`src/rtl/sram_pkg.sv`:
```
package sram_pkg;

    localparam int LANE_DATA = 8;

    typedef enum logic [2:0] {
        CMD_IDLE,
        CMD_DESEL,
        CMD_PSTART,
        CMD_CSTART,
        CMD_CONT
    } cmd_e;

    function automatic logic [1:0] burst_offset(input logic [1:0] base,
                                                input logic [1:0] step,
                                                input logic       lin);
        return lin ? 2'(base + step) : (base ^ step);
    endfunction

endpackage

```
`src/rtl/sram_cmd_decode.sv`:
```
module sram_cmd_decode
    import sram_pkg::*;
#(
    parameter int LANES = 2
) (
    input  logic             ce1_n,
    input  logic             ce2,
    input  logic             ce3_n,
    input  logic             adsp_n,
    input  logic             adsc_n,
    input  logic             act_q,
    input  logic             gw_n,
    input  logic             bwe_n,
    input  logic [LANES-1:0] bw_n,
    output cmd_e             cmd,
    output logic [LANES-1:0] wr_lanes,
    output logic             wr_cycle
);
    logic             sel;
    logic             p_hit;
    logic             c_hit;
    logic [LANES-1:0] lane_req;

    always_comb begin
        sel   = !ce1_n && ce2 && !ce3_n;
        // processor strobe only counts with the first enable active
        p_hit = !adsp_n && !ce1_n;
        c_hit = !p_hit && !adsc_n;

        if (!gw_n)       lane_req = '1;
        else if (!bwe_n) lane_req = ~bw_n;
        else             lane_req = '0;

        if ((p_hit || c_hit) && !sel) cmd = CMD_DESEL;
        else if (p_hit)               cmd = CMD_PSTART;
        else if (c_hit)               cmd = CMD_CSTART;
        else if (act_q)               cmd = CMD_CONT;
        else                          cmd = CMD_IDLE;

        wr_lanes = (cmd == CMD_CSTART || cmd == CMD_CONT) ? lane_req : '0;
        wr_cycle = |wr_lanes;
    end
endmodule

```
`src/rtl/sram_burst_seq.sv`:
```
module sram_burst_seq
    import sram_pkg::*;
#(
    parameter int AW = 6
) (
    input  logic          clk,
    input  logic          rst_n,
    input  logic          load,
    input  logic          adv_en,
    input  logic          lin,
    input  logic [AW-1:0] addr_in,
    output logic [AW-1:0] acc_addr
);
    localparam int HW = AW - 2;

    typedef struct packed {
        logic [HW-1:0] hi;
        logic [1:0]    base;
        logic [1:0]    cnt;
    } seq_t;

    seq_t       seq_d, seq_q;
    logic [1:0] cnt_next;

    always_comb begin
        seq_d    = seq_q;
        cnt_next = 2'(seq_q.cnt + {1'b0, adv_en});
        if (load) begin
            seq_d.hi   = addr_in[AW-1:2];
            seq_d.base = addr_in[1:0];
            seq_d.cnt  = 2'd0;
            acc_addr   = addr_in;
        end else begin
            seq_d.cnt = cnt_next;
            acc_addr  = {seq_q.hi, burst_offset(seq_q.base, cnt_next, lin)};
        end
    end

    always_ff @(posedge clk) begin
        if (!rst_n) seq_q <= '0;
        else        seq_q <= seq_d;
    end
endmodule

```
`src/rtl/sram_store.sv`:
```
module sram_store
    import sram_pkg::*;
#(
    parameter int AW    = 6,
    parameter int LANES = 2
) (
    input  logic                       clk,
    input  logic [LANES-1:0]           wr_lanes,
    input  logic [AW-1:0]              wr_addr,
    input  logic [LANES*(LANE_DATA+1)-1:0] wr_word,
    input  logic [AW-1:0]              rd_addr,
    output logic [LANES*(LANE_DATA+1)-1:0] rd_word
);
    localparam int DEPTH = 1 << AW;
    localparam int DW    = LANES * LANE_DATA;
    localparam int LW    = LANE_DATA + 1;

    for (genvar g = 0; g < LANES; g++) begin : g_lane
        logic [LW-1:0] arr [DEPTH];

        always_ff @(posedge clk) begin
            if (wr_lanes[g])
                arr[wr_addr] <= {wr_word[DW+g], wr_word[g*LANE_DATA +: LANE_DATA]};
        end

        assign rd_word[g*LANE_DATA +: LANE_DATA] = arr[rd_addr][LANE_DATA-1:0];
        assign rd_word[DW+g]                     = arr[rd_addr][LANE_DATA];
    end
endmodule

```
`src/rtl/sram_burst_pipe.sv`:
```
module sram_burst_pipe
    import sram_pkg::*;
#(
    parameter int AW    = 6,
    parameter int LANES = 2
) (
    input  logic                            clk,
    input  logic                            rst_n,
    input  logic [AW-1:0]                   addr,
    input  logic                            ce1_n,
    input  logic                            ce2,
    input  logic                            ce3_n,
    input  logic                            adsp_n,
    input  logic                            adsc_n,
    input  logic                            adv_n,
    input  logic                            gw_n,
    input  logic                            bwe_n,
    input  logic [LANES-1:0]                bw_n,
    input  logic                            oe_n,
    input  logic                            burst_lin,
    input  logic [LANES*(LANE_DATA+1)-1:0]  dq_in,
    output logic [LANES*(LANE_DATA+1)-1:0]  dq_out,
    output logic                            dq_oe
);
    localparam int WW = LANES * (LANE_DATA + 1);

    typedef struct packed {
        logic          act;
        logic          rd_pend;
        logic [AW-1:0] rd_addr;
        logic          out_vld;
        logic [WW-1:0] out;
    } st_t;

    st_t              st_d, st_q;
    cmd_e             cmd;
    logic [LANES-1:0] wr_lanes;
    logic [LANES-1:0] store_we;
    logic             wr_cycle;
    logic [AW-1:0]    acc_addr;
    logic [WW-1:0]    rd_word;
    logic             seq_load;
    logic             seq_adv;

    sram_cmd_decode #(.LANES(LANES)) u_dec (
        .ce1_n    (ce1_n),
        .ce2      (ce2),
        .ce3_n    (ce3_n),
        .adsp_n   (adsp_n),
        .adsc_n   (adsc_n),
        .act_q    (st_q.act),
        .gw_n     (gw_n),
        .bwe_n    (bwe_n),
        .bw_n     (bw_n),
        .cmd      (cmd),
        .wr_lanes (wr_lanes),
        .wr_cycle (wr_cycle)
    );

    assign seq_load = (cmd == CMD_PSTART) || (cmd == CMD_CSTART);
    assign seq_adv  = (cmd == CMD_CONT) && !adv_n;

    sram_burst_seq #(.AW(AW)) u_seq (
        .clk      (clk),
        .rst_n    (rst_n),
        .load     (seq_load),
        .adv_en   (seq_adv),
        .lin      (burst_lin),
        .addr_in  (addr),
        .acc_addr (acc_addr)
    );

    assign store_we = rst_n ? wr_lanes : '0;

    sram_store #(.AW(AW), .LANES(LANES)) u_mem (
        .clk      (clk),
        .wr_lanes (store_we),
        .wr_addr  (acc_addr),
        .wr_word  (dq_in),
        .rd_addr  (st_q.rd_addr),
        .rd_word  (rd_word)
    );

    always_comb begin
        st_d = st_q;
        // a pending read lands in the output register unless this edge
        // writes or deselects
        st_d.out_vld = st_q.rd_pend && !wr_cycle && (cmd != CMD_DESEL);
        if (st_d.out_vld) st_d.out = rd_word;

        unique case (cmd)
            CMD_DESEL: begin
                st_d.act     = 1'b0;
                st_d.rd_pend = 1'b0;
            end
            CMD_PSTART: begin
                st_d.act     = 1'b1;
                st_d.rd_pend = 1'b1;
                st_d.rd_addr = acc_addr;
            end
            CMD_CSTART, CMD_CONT: begin
                st_d.act     = 1'b1;
                st_d.rd_pend = !wr_cycle;
                st_d.rd_addr = acc_addr;
            end
            default: begin
                st_d.rd_pend = 1'b0;
            end
        endcase
    end

    always_ff @(posedge clk) begin
        if (!rst_n) st_q <= '0;
        else        st_q <= st_d;
    end

    assign dq_out = st_q.out;
    assign dq_oe  = st_q.out_vld && !oe_n && !wr_cycle;

endmodule

```
`config.mk`:
```
export PLATFORM = sky130hd
export DESIGN_NAME = sram_burst_pipe
export DESIGN_NICKNAME = d
export VERILOG_FILES = /design/src/rtl/sram_pkg.sv /design/src/rtl/sram_cmd_decode.sv /design/src/rtl/sram_burst_seq.sv /design/src/rtl/sram_store.sv /design/src/rtl/sram_burst_pipe.sv
export SDC_FILE = /design/constraint.sdc
export NUM_CORES = 1
export LEC_CHECK = 0
export ABC_CLOCK_PERIOD_IN_PS = 8000
export CAP_MARGIN = 20
export CORE_MARGIN = 2
export CORE_UTILIZATION = 35
export CTS_BUF_LIST = sky130_fd_sc_hd__clkbuf_8 sky130_fd_sc_hd__clkbuf_16
export CTS_CLUSTER_SIZE = 12
export DETAILED_ROUTE_END_ITERATION = 8
export DONT_BUFFER_PORTS = 1
export SYNTH_ARGS = -nofsm -noshare
export SYNTH_HDL_FRONTEND = slang
export SYNTH_SLANG_ARGS = --single-unit
```
`constraint.sdc`:
```
create_clock -name clk -period 8 [get_ports clk]
set_input_delay 0.8 -clock clk [delete_from_list [all_inputs] [get_ports clk]]
set_output_delay 0.8 -clock clk [all_outputs]
set_load 0.005 [all_outputs]
```
==> reports/results.ini <==
[pwr]
leakage_nw=15.14
pwr_density_cell_nw_per_um2=236.3
ir_drop_uv=163.6

[global_route]
grt_pass1_vias=21690
grt_usage=0.1706
antenna_found_initial=7
grt_max_degree=121
grt_pass1_wl_mm=165.0
grt-ovfl-total=0

[clock_network]
clkLatencyLatePin_ns=0.70
post_cts_resized=0
cts_tree=yes
cts.htree.levels=3
postCtsHoldBufs=0
cts-root-buf=clkbuf_16
cts_made_buffers=116
cts.sink_count=1187
clkTransAtPathRegs_ns=0.06
clk_path_buf_depth=3
cts_setup_buffers=0

[final_layout]
drive_gt1_frac=0.2320
fin_nets=2135
fin_area_um2=51150
final_cell_count_no_fill=3932
antenna_cells=0
postLayoutCoreUtil=0.3901
area_growth_pct=11.00

[setup_path]
worstPathRequired_ns=8.30
regToRegSetupSlack_ns=3.94
r2r-start=st_q[26]
critPathArrivalTime_ns=4.36
cp_num_cells=7
path_class=reg -> reg
slowest_stage=nor2_1
slowest_delay_ns=0.99
crit_path_end_kind=flip-flop
critPathMaxFanout=16
critPathLaunch=st_q[26]
worst_setup_path_start_kind=flip-flop
path_buf_inv=0
r2r_cells=7
worstPathCellList=o211ai_1 > nor2_1 > ha_1 > ha_1 > mux2i_2 > nand3_2 > nor2_1
crit_family=simple AND/OR/NAND/NOR gates

[timing]
maxSlewViolCount=0
rsz0062_at_grt=false
relSlewSlack=0.1970
clock_skew_ns=0.03540
finalCritPeriodShare=0.5070
worst_pin_slew_ns=1.205
min_period_ns=4.056
finalHoldViolations=0
setup_violations=0
setup-tns-final_ns=0
clock.fmax_ghz=0.2465

[synthesis]
yosys-top-cells-count=edfxtp_1, mux4_2, nor2_1, clkbuf_1
ys_seq_area_frac=0.7659
syn_inst=2092
syn_area_um2=46080
synth-main-ff-cell=edfxtp_1
synth_top_area_cell=edfxtp_1
synth_top_area_frac=0.7507
syn_nets=2132
netlist_top_cells_area=edfxtp_1, mux4_2, dfxtp_1
synth.most_common_cell=edfxtp_1
synth.distinct_cells=52
asyncSetResetFlopFracSynth=0
syn_avg_cell_area_um2=22.03
synth-edff-count=1152
synth_seq_cells=1187
yosys_warnings=0

[placement]
place_area_um2=47710
port_buffers=0
dpl.hpwl_mm=68.81
place_inst=3730
place_congestion=0.8221

[detailed_routing]
dr.pass1.iters=6
ant_nets=0
post_drt_wl_per_cell_um=29.55
vias_per_cell=5.516
drc=0
vias=21690
routed_wl_mm=116.2
drt_iter0_markers=2821

[job]
max-cap-violations=0

[die]
die-area_um2=134600
core_um2=131100
die_h_um=366.9
die_x_um=366.9
ios=57
start_util=0.3514
row_count=133

[hold_path]
whs_path_depth=0
hold_path_class=in -> reg
holdCritStartpoint=dq_in[3]

[outcome]
status=complete, no violations

## worst reg2reg max path: stages, from the launching register on
cell and delay (ns):
dfxtp_1 0.31, o211ai_1 0.21, nor2_1 0.21, ha_1 0.28
ha_1 0.29, mux2i_2 0.41, nand3_2 0.94, nor2_1 1.01
## registers in the layout (all words and copies together) (netlist names)
| register | cells |
|---|---|
| dq_out | 18 |
| st_q | 9 |
| u_mem.g_lane.arr | 1152 |
| u_seq.seq_q | 8 |
## area by class of cell
class	count	area [um2]
Inverter	2	7.507
Timing Repair Buffer	17	205.2
Sequential cell	1187	35310
Tap cell	1755	2196
Clock buffer	120	2969
Clock inverter	80	435.4
Multi-Input combinational cell	771	10030
Fill cell	11580	79980
## report_power, final
group	internal [mW]	leakage (nW)	switching, mW
logic	0.140	2.64	0.182
clock network	2.74	1.86	2.19
registers	6.82	10.6	0.0226
## per-layer routing
metal,up-vias,part of all wire,track usage
met1,11490,0.41,0.2358
met4,10,0.029,0.05777
met3,184,0.10,0.04875
met2,1218,0.46,0.2597
li1,8789,-,-
met5,-,0.00057,0
## cells in the final DEF (no fill, tap or decap), types with 4 or more instances in the layout
cell type  instances
edfxtp_1        1152
mux4_2           312
nor2_1           144
clkbuf_16        117
inv_1             55
mux2i_1           38
a22oi_1           30
dfxtp_1           30
nor2b_1           29
mux2_2            21
nand2_1           19
a21oi_1           19
nand4_1           18
mux2_1            15
o22ai_1           14
nor3_1            12
a2111o_1          12
buf_4             11
clkinv_1          10
o211ai_1           8
and3_1             8
nand3_1            8
clkinv_2           7
a211oi_1           6
a32oi_1            6
and2_1             4
a31oi_1            4
a221o_1            4
buf_12             4
## final timing paths
| kind | endpoint |
|---|---|
| worst max register to register | u_mem.g_lane[1].arr[50][3] |
| worst min register to register | u_seq.seq_q[3] |
| worst min-delay path | u_mem.g_lane[0].arr[51][3] |
| worst max-delay path | u_mem.g_lane[1].arr[50][3] |
## cell families (layout without fill, tap and decap cells)
family	count (synthesis)	in the layout	synth area share
flip-flops	1187	1187	0.7659
multiplexers	389	389	0.1706
AND/OR/NAND/NOR	260	260	0.02625
buffers and inverters	134	219	0.01697
AO/OA/AOI/OAI	118	118	0.01909
adder cells (fa/ha/maj)	2	2	0.0005429
XOR/XNOR	2	2	0.0006788
## per-stage QoR
stage / setup slack [ns] / power (mW) / hold slack [ns]
2_1_floorplan: 4.277 / 7.190 / 0.4368
3_3_place_gp: 3.441 / 7.286 / 0.4757
4_1_cts: 3.958 / 12.17 / 0.1712
5_1_grt: 3.788 / 12.43 / 0.1905
6_report: 3.944 / 12.09 / 0.2088
3_5_place_dp: 3.315 / 7.291 / 0.4688
Note: power is estimated with default switching activity, not from simulation.
